File: src/rtl/shiftmul_pkg.sv
package shiftmul_pkg;

  // Strobes sent from the sequencer to the datapath.
  typedef struct packed {
    logic load;  // capture operands and seed the product register
    logic step;  // one conditional add followed by a right shift
  } mulStrobe_t;

endpackage

File: src/rtl/shiftmul_ctrl.sv
module shiftmul_ctrl
  import shiftmul_pkg::*;
#(
  parameter int WIDTH = 32
) (
  input  logic       clk,
  input  logic       rstN,
  input  logic       start,
  output mulStrobe_t strobe,
  output logic       busy,
  output logic       done
);

  localparam int CNT_W = (WIDTH > 1) ? $clog2(WIDTH) : 1;
  localparam logic [CNT_W-1:0] LAST_STEP = CNT_W'(WIDTH - 1);

  typedef enum logic [0:0] {ST_IDLE, ST_RUN} seqState_t;

  seqState_t        state;
  logic [CNT_W-1:0] iterCnt;
  logic             doneQ;

  always_comb begin
    strobe.load = (state == ST_IDLE) && start;
    strobe.step = (state == ST_RUN);
  end

  always_ff @(posedge clk) begin
    if (!rstN) begin
      state   <= ST_IDLE;
      iterCnt <= '0;
      doneQ   <= 1'b0;
    end else begin
      doneQ <= 1'b0;
      case (state)
        ST_IDLE: begin
          if (start) begin
            state   <= ST_RUN;
            iterCnt <= '0;
          end
        end
        ST_RUN: begin
          if (iterCnt == LAST_STEP) begin
            state <= ST_IDLE;
            doneQ <= 1'b1;
          end else begin
            iterCnt <= iterCnt + 1'b1;
          end
        end
        default: state <= ST_IDLE;
      endcase
    end
  end

  assign busy = (state == ST_RUN);
  assign done = doneQ;

  // Independent run-length counter used only by the checks below.
  logic [CNT_W:0] runLen;
  always_ff @(posedge clk) begin
    if (!rstN)            runLen <= '0;
    else if (strobe.load) runLen <= '0;
    else if (busy)        runLen <= runLen + 1'b1;
  end

  p_run_length_r3: assert property (@(posedge clk) disable iff (!rstN)
    $fell(busy) |-> (runLen == (CNT_W+1)'(WIDTH)));

  p_done_busy_excl_r3: assert property (@(posedge clk) disable iff (!rstN)
    !(done && busy));

  p_done_pulse_r4: assert property (@(posedge clk) disable iff (!rstN)
    done |=> !done);

  p_done_after_busy_r4: assert property (@(posedge clk) disable iff (!rstN)
    $fell(busy) |-> done);

  p_start_ignored_r5: assert property (@(posedge clk) disable iff (!rstN)
    (busy && iterCnt != LAST_STEP) |=> busy);

endmodule

File: src/rtl/shiftmul_dp.sv
module shiftmul_dp
  import shiftmul_pkg::*;
#(
  parameter int WIDTH = 32
) (
  input  logic             clk,
  input  logic             rstN,
  input  mulStrobe_t       strobe,
  input  logic [WIDTH-1:0] mcandIn,
  input  logic [WIDTH-1:0] mplierIn,
  output logic [WIDTH-1:0] hi,
  output logic [WIDTH-1:0] lo
);

  localparam int PROD_W = 2 * WIDTH;

  logic [WIDTH-1:0]  mcandReg;
  logic [PROD_W-1:0] prodReg;
  logic [WIDTH-1:0]  addend;
  logic [WIDTH:0]    sumWide;

  // Gate the multiplicand by the current low bit of the product register.
  for (genvar i = 0; i < WIDTH; i++) begin : g_gate
    assign addend[i] = mcandReg[i] & prodReg[0];
  end

  assign sumWide = {1'b0, prodReg[PROD_W-1:WIDTH]} + {1'b0, addend};

  always_ff @(posedge clk) begin
    if (!rstN) begin
      mcandReg <= '0;
      prodReg  <= '0;
    end else if (strobe.load) begin
      mcandReg <= mcandIn;
      prodReg  <= {{WIDTH{1'b0}}, mplierIn};
    end else if (strobe.step) begin
      prodReg <= {sumWide, prodReg[WIDTH-1:1]};
    end
  end

  assign hi = prodReg[PROD_W-1:WIDTH];
  assign lo = prodReg[WIDTH-1:0];

  p_seed_upper_zero_r2: assert property (@(posedge clk) disable iff (!rstN)
    strobe.load |=> (hi == '0));

  p_low_shift_r2: assert property (@(posedge clk) disable iff (!rstN)
    strobe.step |=> (prodReg[WIDTH-2:0] == $past(prodReg[WIDTH-1:1])));

  p_idle_hold_r6: assert property (@(posedge clk) disable iff (!rstN)
    (!strobe.load && !strobe.step) |=> $stable(prodReg));

  p_operand_kept_r5: assert property (@(posedge clk) disable iff (!rstN)
    strobe.step |=> $stable(mcandReg));

endmodule

File: src/rtl/shiftmul_top.sv
module shiftmul_top
  import shiftmul_pkg::*;
#(
  parameter int WIDTH = 32
) (
  input  logic             clk,
  input  logic             rstN,
  input  logic             start,
  input  logic [WIDTH-1:0] multiplicand,
  input  logic [WIDTH-1:0] multiplier,
  output logic             busy,
  output logic             done,
  output logic [WIDTH-1:0] hi,
  output logic [WIDTH-1:0] lo
);

  mulStrobe_t strobe;

  shiftmul_ctrl #(.WIDTH(WIDTH)) u_ctrl (
    .clk    (clk),
    .rstN   (rstN),
    .start  (start),
    .strobe (strobe),
    .busy   (busy),
    .done   (done)
  );

  shiftmul_dp #(.WIDTH(WIDTH)) u_dp (
    .clk      (clk),
    .rstN     (rstN),
    .strobe   (strobe),
    .mcandIn  (multiplicand),
    .mplierIn (multiplier),
    .hi       (hi),
    .lo       (lo)
  );

endmodule

File: config.mk
export PLATFORM = sky130hd
export DESIGN_NAME = shiftmul_top
export DESIGN_NICKNAME = d
export VERILOG_FILES = /design/src/rtl/shiftmul_pkg.sv /design/src/rtl/shiftmul_ctrl.sv /design/src/rtl/shiftmul_dp.sv /design/src/rtl/shiftmul_top.sv
export SDC_FILE = /design/constraint.sdc
export NUM_CORES = 1
export LEC_CHECK = 0
export BUFFER_PORTS_ARGS = -buffer_cell sky130_fd_sc_hd__buf_2
export CAP_MARGIN = 20
export CORE_MARGIN = 5
export CORE_UTILIZATION = 55
export CTS_CLUSTER_DIAMETER = 150
export DETAILED_ROUTE_END_ITERATION = 12
export PLACE_DENSITY = 0.8
export SLEW_MARGIN = 20
export SYNTH_ARGS = -nofsm -noshare
export SYNTH_HDL_FRONTEND = slang
export SYNTH_HIERARCHICAL = 1
export SYNTH_SLANG_ARGS = --single-unit
export TNS_END_PERCENT = 30
File: constraint.sdc
create_clock -name clk -period 5.05 [get_ports clk]
set_input_delay 0.7575 -clock clk [delete_from_list [all_inputs] [get_ports clk]]
set_output_delay 0.7575 -clock clk [all_outputs]
set_load 0.02 [all_outputs]
; After elaboration in Yosys (flattened, before gate mapping)
; Cells that the tools add are included.
; Widths: inputs -> output; s select.
[totals]
n_memories = 0
in_bits = 67
ram_bits = 0
elab_cells = 59
register_bits = 103
latchBits = 0
romBits = 0
output_inout_bits = 66
[op_classes]
magnitude_cmp = 0
n_mul = 0
muxes = 9
n_reduce_logical = 5
add_sub_neg = 2
div_mod_pow = 0
eq_ne = 3
bitwise_logic = 34
shifts = 0
[ops]
columns = cell, count
row1 = $mux 32, 2
row2 = $add 32x32->33, 1
row3 = $and 1x1->1, 32
row4 = $mux 5, 2
row5 = $pmux 5 s2, 1
row6 = $add 5x1->5 const B, 1
row7 = $eq 5x5->1 const B, 1
row8 = $ne 2x2->1 const B, 2
row9 = $reduce_and 2->1, 2
row10 = $mux 1, 3
row11 = $not 1->1, 2
row12 = $pmux 1 s2, 1
row13 = $reduce_bool 2->1, 1
row14 = $reduce_or 2->1, 1
row15 = $logic_and 1x1->1, 1

; Depth between registers and ports, before layout
[logic_depth]
depth_word = 4
depth_mapped = 12

; By module
; The synthesis kept the hierarchy.
[modules_own_cells]
columns = mod, cells_each, instances, area_per_inst_um2, seq_area_each_um2
row1 = shiftmul_dp, 703, 1, 5934.4, 1921.8
row2 = shiftmul_ctrl, 37, 1, 346.6, 140.1

; Worst setup path before layout
; Ideal clock, no wire load.
[synth_timing]
path_type = register to register
start = register u_dp.prodReg[0]
end = register u_dp.prodReg[59]
required_time_ns = 4.928
setup_ns = 0.122
synth_period_minus_slack_ns = 2.783
arrival_time_ns = 2.661
slack_ns = 2.267
stages_incl_launch_ff = 12
cell_sequence = dfxtp_1 > clkbuf_1 > and2_1 > ha_1 > buf_6 > a21o_1 > o21bai_1 > a31o_1 > a221o_1 > a31oi_2 > a2111oi_1 > a311o_1
[synth_between]
elab_chain_cells = 2
[synth_lines]
columns = item, line_no
row1 = start: declaration, shiftmul_dp.sv:18  ; logic [PROD_W-1:0] prodReg;
row2 = start signal: assignment, shiftmul_dp.sv:35  ; prodReg <= {{WIDTH{1'b0}}, mplierIn};
row3 = start signal: assignment, shiftmul_dp.sv:37  ; prodReg <= {sumWide, prodReg[WIDTH-1:1]};
row4 = $and 1x1->1, shiftmul_dp.sv:24  ; assign addend[i] = mcandReg[i] & prodReg[0];
row5 = $add 32x32->33 *, shiftmul_dp.sv:27  ; assign sumWide = {1'b0, prodReg[PROD_W-1:WIDTH]} + {1'b0, addend};
; Every way passes the cells marked *; elsewhere a longest branch is shown, timed or not.
; A chain may end at the register's enable or synchronous reset.

; Final worst setup path
; Same ends and word-level chain as after synthesis.

==> reports/qor.yml <==
tritoncts_clock_tree: "done"
number_of_global_route_vias_before_repair: 5669
row_count: 39
layout-area-overhead-vs-synth_pct: 16.3
max-clock-path-buffers: 2
pin_count_of_the_biggest_net_entering_global_routing: 79
final.setup.worst_slack_ps: 1620
clkSlewWorstSetupHoldPaths_ps: 70
number_of_instances_in_the_synthesized_netlist: 740
initial_core_util_pct: 55.5
grt_util_all_layers_pct: 24.1
worst_setup_path_start_kind: "register"
status: "complete, no violations"
relative_contribution_of_sequential_cells_to_total_power_pct: 45.9
route.final.wire_length_mm: 16.3
core_area_mm2: 0.0113
detail_route.vias_per_cell: 5.83
ctsResizeCount: 0
worstHoldPathType: "register to register"
timing.critical_path.to_type: "register"
timing.critical_path.arrival_ps: 3670
cts-buffers-inserted: 9
die_x_extent_um: 117
leading_cell_types_in_the_layout_fill_and_taps_excluded: "buf_2, dfxtp_1, nand2_1"
period_utilization_post_route_pct: 67.8
io-pin-count: 133
timing.max_cap.violations: 0
power.density_cell_area_mw_per_mm2: 263
grt_setup_unrepaired: "false"
place.gp.congestion: 0.976
static-leakage-power_nw: 3.38
post_cts.repair.setup_buffers: 0
power.share.switching_pct: 25.3
synthesis.area_mm2: 0.00628
number_of_enable_type_register_cells_in_the_synthesized_netlist: 0
finalNetCount: 943
unique_cell_type_count_in_the_yosys_netlist: 68
final_common_cell: "buf_2"
vdd.ir_drop.worst_mv: 0.238
setup_viol: 0
worstPathMaxFanout: 34
dp_worst_setup_slack_ps: 1670
timing_worst_slew_pin_value_ps: 1010
routed-via-count: 5758
tns_ps: 0
slew_limit_fails: 0
grt_overflow: 0
tritoncts_num_sinks: 103
timing_hold_violations_final: 0
antenna_found_initial: 0
die_height_um: 117
timing.max_slew.rel_slack_pct: 32.3
insertion_delay_ps: 360
die_area_mm2: 0.0137
ys_seq_area_share_pct: 32.8
drt-wirelength-per-cell_um: 16.5
ys_async_sr_fraction_pct: 0
power.switching_mw: 0.486
drt_iter0_drc: 364
postSynthNetCount: 843
worst_clock_skew_ps: 10.4
final_layout_size_suffix_gt1_share_pct: 20.5
grt_pass1_wl_mm: 26.6
power_frac_comb_pct: 12.1
cts_hold_buffers: 0
period_minus_slack_ps: 3430
p_int_mw: 1.44
yosysWarnings: 6
syn_avg_cell_area_um2: 8.49
ant_nets: 0
yosys_register_bits: 103
timing.critical_path.required_ps: 5300
cts.htree.levels: 3
firstDrtPassIters: 5
dp_wirelength_mm: 11.7
drc_errors: 0
io_buffer_count: 132
max_clock_freq_mhz: 292
num_antenna_cells: 0
num-fill-cells: 934
worst-setup-path-type: "register to register"
ys.flop_type: "dfxtp_1"
power.share.clock_pct: 41.9
clk_root_buffer_cell: "clkbuf_16"
==> registers in the layout, summed over array words and instances, names as in the netlist <==
signal,cells
u_ctrl/iterCnt,5
u_ctrl/busy,1
u_dp/mcandReg,32
u_ctrl/done,1
u_dp/prodReg,64
==> critical path, cell delays in order, from the launching register on <==
cell	delay (ps)
dfxtp_1	650
and2_1	350
ha_1	200
fa_1	410
a21o_1	210
a221o_1	350
a21oi_2	300
o211ai_1	210
nand3_1	170
a2111oi_1	110
a311o_1	360
==> cell families after synthesis <==
| family | after synthesis | synth area share (%) |
|---|---|---|
| adders and majority gates | 36 | 7.29 |
| AOI/OAI and AO/OA | 176 | 18.1 |
| xor gates and xnor gates | 13 | 1.81 |
| DFF | 103 | 32.8 |
| and+or+nand+nor | 287 | 24.5 |
| buffers and inverters | 50 | 3.49 |
| muxes | 75 | 12.0 |
==> stage by stage <==
stage	instance area (um^2)	cells	hold slack, ps	util [%]	total power, mW
floorplan	6280	740	465	-	1.05
global placement	6950	972	477	61.4	1.12
detailed placement	6950	972	476	61.4	1.13
CTS	7300	988	485	64.5	1.94
global route	7300	988	512	64.5	2.00
finish	7300	988	481	64.5	1.92
==> final timing paths <==
path,from,end,slack (ps),cells past startpoint
hold reg to reg,u_dp/prodReg[46],u_dp/prodReg[46],480,2
setup / recovery,u_dp/prodReg[0],u_dp/prodReg[59],1620,10
hold / removal,u_dp/prodReg[46],u_dp/prodReg[46],480,2
setup reg to reg,u_dp/prodReg[0],u_dp/prodReg[59],1620,10
==> power by group through the flow <==
stage | Clock, mW | Combinational (mW) | Sequential, mW
3_3_place_gp | 0 | 0.224 | 0.900
2_1_floorplan | 0 | 0.143 | 0.909
4_1_cts | 0.824 | 0.233 | 0.884
3_5_place_dp | 0 | 0.232 | 0.902
6_report | 0.807 | 0.233 | 0.884
5_1_grt | 0.857 | 0.256 | 0.889
==> synth_stat cells, drive strengths merged, types with 4 or more instances <==
cell,instances,share of area (%)
a21o,14,1.7
a211oi,10,1.4
and2,74,7.4
nand2b,7,0.70
mux2i,72,11
o21a,6,0.72
nand3b,5,0.60
a311oi,4,0.56
o211ai,7,0.84
a31oi,5,0.60
nor2b,37,3.7
a21boi,5,0.60
nor3,5,0.40
and3,15,1.6
xor2,8,1.1
nand2,76,4.5
a21oi,38,3.1
nand3,17,1.4
xnor2,5,0.70
nor2,27,1.6
o21ai,60,4.8
ha,35,7.0
dfxtp,103,33
nand4,9,0.90
clkbuf,29,1.7
buf,18,1.6
o21bai,4,0.48
==> metal layers <==
layer,up-vias,global-route usage (%),part of all wire [%]
met2,221,40.0,48
li1,2819,-,-
met3,34,6.27,7.4
met1,2684,29.8,42
met5,-,0,0
met4,0,9.79,2.3
==> final cells by class <==
| type | count | area [um^2] | share of cell area (%) |
|---|---|---|---|
| clock buffer | 10 | 229 | 3.14 |
| clock inverter | 6 | 116 | 1.59 |
| inverter | 3 | 11.3 | 0.154 |
| multi-input combinational | 587 | 4010 | 54.9 |
| sequential | 103 | 2070 | 28.3 |
| tap | 143 | 179 | 2.45 |
| timing repair buffer | 136 | 691 | 9.46 |
Power figures use the tool's default switching activity.
